## src/rtl/segscan_pkg.sv

```systemverilog
package segscan_pkg;
   localparam int SEG_W = 7;
   typedef logic [SEG_W-1:0] seg_t;
   localparam seg_t SEG_DARK = '0;
   localparam seg_t SEG_FULL = '1;
endpackage

```

## src/rtl/segscan_timer.sv

```systemverilog
module segscan_timer #(
   parameter int DIGITS      = 8,
   parameter int HOLD_CYCLES = 1000,
   parameter int IDX_W       = $clog2(DIGITS)
) (
   input  logic             clk,
   input  logic             rst,
   output logic [IDX_W-1:0] idx_o,
   output logic             adv_o
);
   localparam logic [IDX_W-1:0] LAST = IDX_W'(DIGITS - 1);
   localparam bit               POW2 = (DIGITS == (1 << IDX_W));

   if (HOLD_CYCLES < 1) begin : g_bad_hold
      $error("segscan_timer: HOLD_CYCLES must be at least 1");
   end
   if (DIGITS < 2) begin : g_bad_digits
      $error("segscan_timer: DIGITS must be at least 2");
   end

   // Prescaler: either none (one digit per clock) or a modulo counter.
   if (HOLD_CYCLES == 1) begin : g_nodiv
      assign adv_o = 1'b1;
   end else begin : g_div
      localparam int PW = $clog2(HOLD_CYCLES);
      localparam logic [PW-1:0] PMAX = PW'(HOLD_CYCLES - 1);
      logic [PW-1:0] pre_q;

      always_ff @(posedge clk or posedge rst) begin
         if (rst)                pre_q <= '0;
         else if (pre_q == PMAX) pre_q <= '0;
         else                    pre_q <= pre_q + 1'b1;
      end
      assign adv_o = (pre_q == PMAX);

      // prescaler never leaves its range
      a_r3_pre_in_range: assert property (@(posedge clk) disable iff (rst)
         pre_q <= PMAX);
   end

   // Scan index: free wrap for power-of-two digit counts, compare otherwise.
   logic [IDX_W-1:0] idx_nxt;
   if (POW2) begin : g_wrap_free
      assign idx_nxt = idx_o + 1'b1;
   end else begin : g_wrap_cmp
      assign idx_nxt = (idx_o == LAST) ? '0 : idx_o + 1'b1;
   end

   always_ff @(posedge clk or posedge rst) begin
      if (rst)        idx_o <= '0;
      else if (adv_o) idx_o <= idx_nxt;
   end

   // index steps by one with wrap on each advance, holds otherwise
   a_r3_index_step: assert property (@(posedge clk) disable iff (rst)
      adv_o |=> idx_o == (($past(idx_o) == LAST) ? '0 : $past(idx_o) + 1'b1));
   a_r3_index_hold: assert property (@(posedge clk) disable iff (rst)
      !adv_o |=> $stable(idx_o));
endmodule

```

## src/rtl/segscan_hexdec.sv

```systemverilog
module segscan_hexdec
   import segscan_pkg::*;
#(
   parameter int NIB_W = 4
) (
   input  logic [NIB_W-1:0] val_i,
   output seg_t             seg_o
);
   if (NIB_W != 4) begin : g_bad_nib
      $error("segscan_hexdec: only 4-bit values are decoded");
   end

   // Bit order g f e d c b a, bit 0 = a.
   always_comb begin
      unique case (val_i)
         4'h0: seg_o = 7'h3F;
         4'h1: seg_o = 7'h06;
         4'h2: seg_o = 7'h5B;
         4'h3: seg_o = 7'h4F;
         4'h4: seg_o = 7'h66;
         4'h5: seg_o = 7'h6D;
         4'h6: seg_o = 7'h7D;
         4'h7: seg_o = 7'h07;
         4'h8: seg_o = 7'h7F;
         4'h9: seg_o = 7'h6F;
         4'hA: seg_o = 7'h77;
         4'hB: seg_o = 7'h7C;
         4'hC: seg_o = 7'h39;
         4'hD: seg_o = 7'h5E;
         4'hE: seg_o = 7'h79;
         default: seg_o = 7'h71;
      endcase
   end
endmodule

```

## src/rtl/segscan_pick.sv

```systemverilog
module segscan_pick
   import segscan_pkg::*;
#(
   parameter int DIGITS = 8,
   parameter int NIB_W  = 4,
   parameter int IDX_W  = $clog2(DIGITS)
) (
   input  logic [IDX_W-1:0]        idx_i,
   input  logic [DIGITS*NIB_W-1:0] data_i,
   input  logic                    test_i,
   input  logic                    blank_en_i,
   input  logic [IDX_W-1:0]        blank_from_i,
   input  logic                    dp_en_i,
   input  logic [IDX_W-1:0]        dp_at_i,
   output seg_t                    seg_o,
   output logic                    dp_o,
   output logic [DIGITS-1:0]       en_o
);
   logic [NIB_W-1:0] nib;
   seg_t             pat;
   logic             blank_hit;
   logic             dp_hit;

   // One index serves select, enable decode and both compares.
   assign nib = data_i[idx_i*NIB_W +: NIB_W];

   segscan_hexdec #(.NIB_W(NIB_W)) u_dec (.val_i(nib), .seg_o(pat));

   assign en_o      = {{(DIGITS-1){1'b0}}, 1'b1} << idx_i;
   assign blank_hit = blank_en_i && (idx_i >= blank_from_i) && (idx_i != '0);
   assign dp_hit    = dp_en_i && (idx_i == dp_at_i);

   always_comb begin
      if (test_i) begin
         seg_o = SEG_FULL;
         dp_o  = 1'b1;
      end else begin
         seg_o = blank_hit ? SEG_DARK : pat;
         dp_o  = dp_hit;
      end
   end
endmodule

```

## src/rtl/segscan_driver.sv

```systemverilog
module segscan_driver
   import segscan_pkg::*;
#(
   parameter int  DIGITS      = 8,
   parameter int  NIB_W       = 4,
   parameter int  HOLD_CYCLES = 1000,
   localparam int IDX_W       = $clog2(DIGITS)
) (
   input  logic                    clk,
   input  logic                    rst,
   input  logic                    test,
   input  logic                    blank_en,
   input  logic [IDX_W-1:0]        blank_from,
   input  logic                    dp_en,
   input  logic [IDX_W-1:0]        dp_at,
   input  logic [DIGITS*NIB_W-1:0] data_i,
   output logic [SEG_W-1:0]        seg_o,
   output logic                    dp_o,
   output logic [DIGITS-1:0]       dig_en_o
);
   logic [IDX_W-1:0]  scan_idx;
   logic              scan_adv;
   seg_t              seg_nxt;
   logic              dp_nxt;
   logic [DIGITS-1:0] en_nxt;

   segscan_timer #(
      .DIGITS(DIGITS), .HOLD_CYCLES(HOLD_CYCLES), .IDX_W(IDX_W)
   ) u_timer (
      .clk(clk), .rst(rst), .idx_o(scan_idx), .adv_o(scan_adv)
   );

   segscan_pick #(
      .DIGITS(DIGITS), .NIB_W(NIB_W), .IDX_W(IDX_W)
   ) u_pick (
      .idx_i(scan_idx), .data_i(data_i), .test_i(test),
      .blank_en_i(blank_en), .blank_from_i(blank_from),
      .dp_en_i(dp_en), .dp_at_i(dp_at),
      .seg_o(seg_nxt), .dp_o(dp_nxt), .en_o(en_nxt)
   );

   // Enables and segments leave through one register stage together.
   always_ff @(posedge clk or posedge rst) begin
      if (rst) begin
         seg_o    <= SEG_DARK;
         dp_o     <= 1'b0;
         dig_en_o <= '0;
      end else begin
         seg_o    <= seg_nxt;
         dp_o     <= dp_nxt;
         dig_en_o <= en_nxt;
      end
   end

   // exactly one digit enabled once running
   a_r2_one_digit: assert property (@(posedge clk) disable iff (rst)
      !rst |=> $countones(dig_en_o) == 1);
   // test lights everything
   a_r9_test_all_on: assert property (@(posedge clk) disable iff (rst)
      test |=> (&seg_o) && dp_o);
   // blanked digits are dark
   a_r5_blank_dark: assert property (@(posedge clk) disable iff (rst)
      (!test && blank_en && scan_idx >= blank_from && scan_idx != '0) |=> seg_o == '0);
   // digit 0 always shows a lit pattern
   a_r6_digit0_lit: assert property (@(posedge clk) disable iff (rst)
      (!test && scan_idx == '0) |=> seg_o != '0);
   // decimal point only where requested
   a_r8_dp_off: assert property (@(posedge clk) disable iff (rst)
      (!test && !(dp_en && scan_idx == dp_at)) |=> !dp_o);
   a_r8_dp_on: assert property (@(posedge clk) disable iff (rst)
      (dp_en && scan_idx == dp_at) |=> dp_o);
endmodule

```

## config.mk

```make
export PLATFORM = sky130hd
export DESIGN_NAME = segscan_driver
export DESIGN_NICKNAME = d
export VERILOG_FILES = /design/src/rtl/segscan_pkg.sv /design/src/rtl/segscan_timer.sv /design/src/rtl/segscan_hexdec.sv /design/src/rtl/segscan_pick.sv /design/src/rtl/segscan_driver.sv
export SDC_FILE = /design/constraint.sdc
export NUM_CORES = 1
export LEC_CHECK = 0
export ABC_CLOCK_PERIOD_IN_PS = 4300
export CELL_PAD_IN_SITES_DETAIL_PLACEMENT = 1
export CELL_PAD_IN_SITES_GLOBAL_PLACEMENT = 2
export CORE_ASPECT_RATIO = 0.6
export CORE_MARGIN = 2
export CORE_UTILIZATION = 30
export DETAILED_ROUTE_END_ITERATION = 8
export PLACE_DENSITY_LB_ADDON = 0.05
export SLEW_MARGIN = 20
export SYNTH_ARGS = -nofsm -noshare
export SYNTH_HDL_FRONTEND = slang
export SYNTH_HIERARCHICAL = 1
export SYNTH_SLANG_ARGS = --single-unit
export TNS_END_PERCENT = 1
```

## constraint.sdc

```tcl
create_clock -name clk -period 4.3 [get_ports clk]
set_input_delay 0.645 -clock clk [delete_from_list [all_inputs] [get_ports clk]]
set_output_delay 0.645 -clock clk [all_outputs]
set_load 0.005 [all_outputs]
```

# [Word-level counts from Yosys, hierarchy flattened]
# Memory sizes are Yosys's and may differ from the RTL's.
# Cells that the tools add are included.
[totals] register_bits=29 mem_count=1 out_inout_bits=16 in_bits=43 mem_bits_ro=112
[memory_table] name="(name not given)" words=16 width=7 read_ports=1 rd_ports_with_merged_regs=0 wr=0 line="segscan_hexdec.sv:15" rtl="unique case (val_i)"
[op_classes] addsub=2 eq_ne=2 n_shift=2 magnitude_cmp=1 mux=4 reduce_logical=4
[ops] cell="indexed part select 32 x 6 -> 4 bit" count=1
[ops] cell="2-to-1 mux 7 bit" count=2
[ops] cell="adder 10 x 1 -> 10 bit (second input constant)" count=1
[ops] cell="== test 10 bit (second input constant)" count=1
[ops] cell="2-to-1 mux 10 bit" count=1
[ops] cell="<< shifter 1 x 3 -> 8 bit (first input constant)" count=1
[ops] cell="adder 3 x 1 -> 3 bit (second input constant)" count=1
[ops] cell="== test 3 bit" count=1
[ops] cell="greater-or-equal comparator 3 bit" count=1
[ops] cell="logical AND 1 bit" count=3
[ops] cell="nonzero test 3 bit" count=1
[ops] cell="2-to-1 mux 1 bit" count=1

# [Depth between registers and ports, before layout]
[logic_depth] word_depth=5 depth_mapped=10 depth_no_buf=9

# [Cells and area by module]
# Netlist, hierarchy kept.
[by_module_without_submodules] module="segscan_timer" instances=1 cells_each=56 area_per_inst_um2=623.1 seq_area_each_um2=325.3
[by_module_without_submodules] module="segscan_pick" instances=1 cells_each=76 area_per_inst_um2=551.8 seq_area_each_um2=0.0
[by_module_without_submodules] module="segscan_driver" instances=1 cells_each=17 area_per_inst_um2=404.1 seq_area_each_um2=400.4
[by_module_without_submodules] module="segscan_hexdec" instances=1 cells_each=33 area_per_inst_um2=287.8 seq_area_each_um2=0.0

# [Worst setup path after synthesis]
# OpenSTA, ideal clock, no wires.
[synth_path] kind="reg-to-reg" from="reg u_timer.idx_o[1]" to="reg seg_o[3]" setup_time_ns=0.140 required_ns=4.160 synth_period_minus_slack_ns=2.349 path_slack_ns=1.951 path_stages_with_launch=10 arrival_time_ns=2.209 path_cell_list="dfrtp_1 > buf_6 > mux2_1 > o22ai_1 > a211oi_2 > inv_1 > ha_1 > mux4_1 > nor2_1 > a21oi_1"
[synth_lines] item="start: declaration" line="segscan_timer.sv:8" rtl="output logic [IDX_W-1:0] idx_o,"
[synth_lines] item="start signal: assignment" line="segscan_timer.sv:51" rtl="else if (adv_o) idx_o <= idx_nxt;"
[synth_lines] item="indexed part select 32 x 6 -> 4 bit" line="segscan_pick.sv:25" rtl="assign nib = data_i[idx_i*NIB_W +: NIB_W];"
[synth_lines] item="named net u_pick.nib[1]" line="segscan_pick.sv:19" rtl="logic [NIB_W-1:0] nib;"
[synth_lines] item="memory read (16 x 7 bit)"
[synth_lines] item="named net u_pick.pat[3]" line="segscan_pick.sv:20" rtl="seg_t pat;"
[synth_lines] item="2-to-1 mux 7 bit" line="segscan_pick.sv:38" rtl="seg_o = blank_hit ? SEG_DARK : pat;"
[synth_lines] item="2-to-1 mux 7 bit" line="segscan_pick.sv:34" rtl="if (test_i) begin"
[synth_lines] item="named net seg_nxt[3]" line="segscan_driver.sv:23" rtl="seg_t seg_nxt;"
[synth_lines] item="end signal: assignment" line="segscan_driver.sv:49" rtl="seg_o <= seg_nxt;"
[synth_lines] item="end: declaration" line="segscan_driver.sv:17" rtl="output logic [SEG_W-1:0] seg_o,"
# The timed path passes the listed nets, and every way through them passes these cells.
# A chain may end at the register's enable or synchronous reset.

# [Final worst setup path]
# Same ends and word-level chain as after synthesis.

==> flow_summary.ini <==
[timing]
skew_ns = 0.0102
fin_crit_sh = 0.719
slew_headroom = 0.382
setup-tns-final_ns = 0
fin_ws_ns = 1.21
slew_viol_final = 0
hold_viol = 0
setup_viol = 0
holdWs_ns = 0.521
rsz0062_at_grt = no
min_period_ns = 3.09
clock.fmax_mhz = 323
worst_pin_slew_ns = 0.925

[route]
wl_met3_um = 195
highest_layer = met4
wl_mm = 5.29
drc = 0
drtIter0Drc = 58
wl_met2_mm = 2.21
dr.pass1.iters = 4
routedWlPerCell_um = 16.3
wl_met1_mm = 2.84
final_antenna_net_count = 0
vias_per_cell = 4.89
num_vias = 1589

[layout]
layout-drive-gt1-share = 0.0954
nNetsFinal = 295
diodes = 0
final_common_cell = clkdlybuf4s50_1
final_cell_mix = clkdlybuf4s50_1, dfrtp_1, nor2_1, a21oi_1, inv_1
area_growth_pct = 38.6

[setup_path]
crit_type = flop to flop
crit_slowest_cell = dfrtp_1
cp_cell_sequence = nand3b_1, o22ai_1, a211oi_2, mux4_1, nor2_1, a21oi_1
crit_fanout = 24
critPathMaxStageDelay_ns = 0.93
required_ns = 4.45
start_kind = flop
critical_path.startpoint = u_timer/idx_o[1]
critPathArrivalTime_ns = 3.24
timing.rr.start = u_timer/idx_o[1]
cp-end-kind = flop

[clocking]
path_clk_slew_ns = 0.07
cts_tree = built
cts.sinks = 29
cts_hold_buf = 0
clk_path_buf_depth = 2
cts_setup_buffers = 0
clockRootBuffer = clkbuf_8
cts-htree-levels = 2
insertion_delay_ns = 0.29
numCtsBuffers = 5
cts_resized = 0

[yosys]
synth-seq-area-share = 0.389
yosys_most_used_dff = dfrtp_1
ys_warn_count = 6
postSynthCellCount = 182
synthesis.area_mm2 = 0.00187
syn_nets = 237
async_flop_share = 1.00
yosys.cell_types.count = 49
ys_ff_latch = 29
avgSynthCellArea_um2 = 10.3
synth_edf_count = 0

[power]
finalPower_w = 0.000600
leakagePower_nw = 1.10
power.density_cell_area_mw_per_mm2 = 232
ir_drop_mv = 0.0920

[placed_design]
dp_hpwl_mm = 4.13
portBuffers = 58
pre_cts_ws_ns = 1.17
place.gp.congestion = 0.789

[global_route]
grt_pass1_vias = 1641
antenna_found_initial = 0
grt_overflow_total = 0
grt_max_degree = 25
track_usage = 0.161
grt_pass1_wl_mm = 8.53

[floorplan]
die_h_um = 65.1
dieArea_mm2 = 0.00689
dieWidth_um = 106
core_mm2 = 0.00606
start_util = 0.308
rows = 22
ios = 59

[outcome]
status = completed

[flow_run]
max_cap_violations = 0

[worst_hold_path]
min_path_type = flop to flop
hold_path.startpoint = u_timer/g_div.pre_q[9]
==> cells in the mapped netlist (all sizes together), types with 5 or more instances <==
cell	count	area (um2)
a21oi	14	70.1
buf	6	47.5
dfrtp	29	726
ha	12	150
inv	13	48.8
mux2	12	139
mux2i	5	50.1
nand2	7	26.3
nand3	5	25.0
nor2	16	60.1
o22ai	6	37.5
xnor2	5	43.8
==> final timing paths <==
| check | to | slack [ns] | depth (start not counted) |
|---|---|---|---|
| worst max-delay path | seg_o[3] | 1.21 | 6 |
| worst min-delay path | u_timer/g_div.pre_q[9] | 0.52 | 1 |
| worst max register to register | seg_o[3] | 1.21 | 6 |
| worst min register to register | u_timer/g_div.pre_q[9] | 0.52 | 1 |
| max in group asynchronous | dp_o | 3.08 | 2 |
| min in group asynchronous | u_timer/idx_o[2] | 0.74 | 2 |
==> final cells by class <==
class	count	area (um2)
Clock inverter	3	17.5
Fill cell	692	3470
Clock buffer	5	68.8
Tap cell	84	105
Timing Repair Buffer	58	581
Sequential cell	29	726
Multi-Input combinational cell	133	1040
Inverter	13	48.8
==> cell families (layout without fill, tap and decap cells) <==
family          count (synthesis)  count (layout)  synth area share
buf+inv                        20              79            0.0536
simple gates                   56              56             0.178
compound gates                 39              39             0.146
fa+ha+maj                      12              12            0.0804
mux                            18              18             0.115
flops                          29              29             0.389
xor+xnor                        8               8            0.0375
==> layer usage <==
layer / GRT usage / vias to the layer above
li1: - / 765
met1: 0.236 / 776
met2: 0.235 / 39
met3: 0.0427 / 9
met4: 0.0428 / 0
met5: 0 / -
==> power breakdown <==
group / total, W / internal (W) / switching, W
clock network: 0.000222 / 0.000111 / 0.000111
registers: 0.000278 / 0.000277 / 0.00000132
logic: 0.0000990 / 0.0000610 / 0.0000381
total: 0.000600 / 0.000450 / 0.000150
==> state kept, by name, indices dropped and copies added (netlist names) <==
name                 flops
dig_en_o                 8
dp_o                     1
seg_o                    7
u_timer/g_div.pre_q     10
u_timer/idx_o            3
==> per-stage QoR <==
stage	cells	instance area, um2	utilization
after floorplan	182	1870	-
after global placement	317	2500	0.413
after detailed placement	317	2500	0.413
after CTS	325	2590	0.427
after global routing	325	2590	0.427
final	325	2590	0.427
==> worst max-delay path, delay by kind of cell (launching register included) <==
family | cells | cell delay [ns]
mux | 1 | 0.64
compound gates | 3 | 0.98
simple gates | 2 | 0.40
flops | 1 | 0.93
No activity file was read; power rests on OpenSTA's default activity.
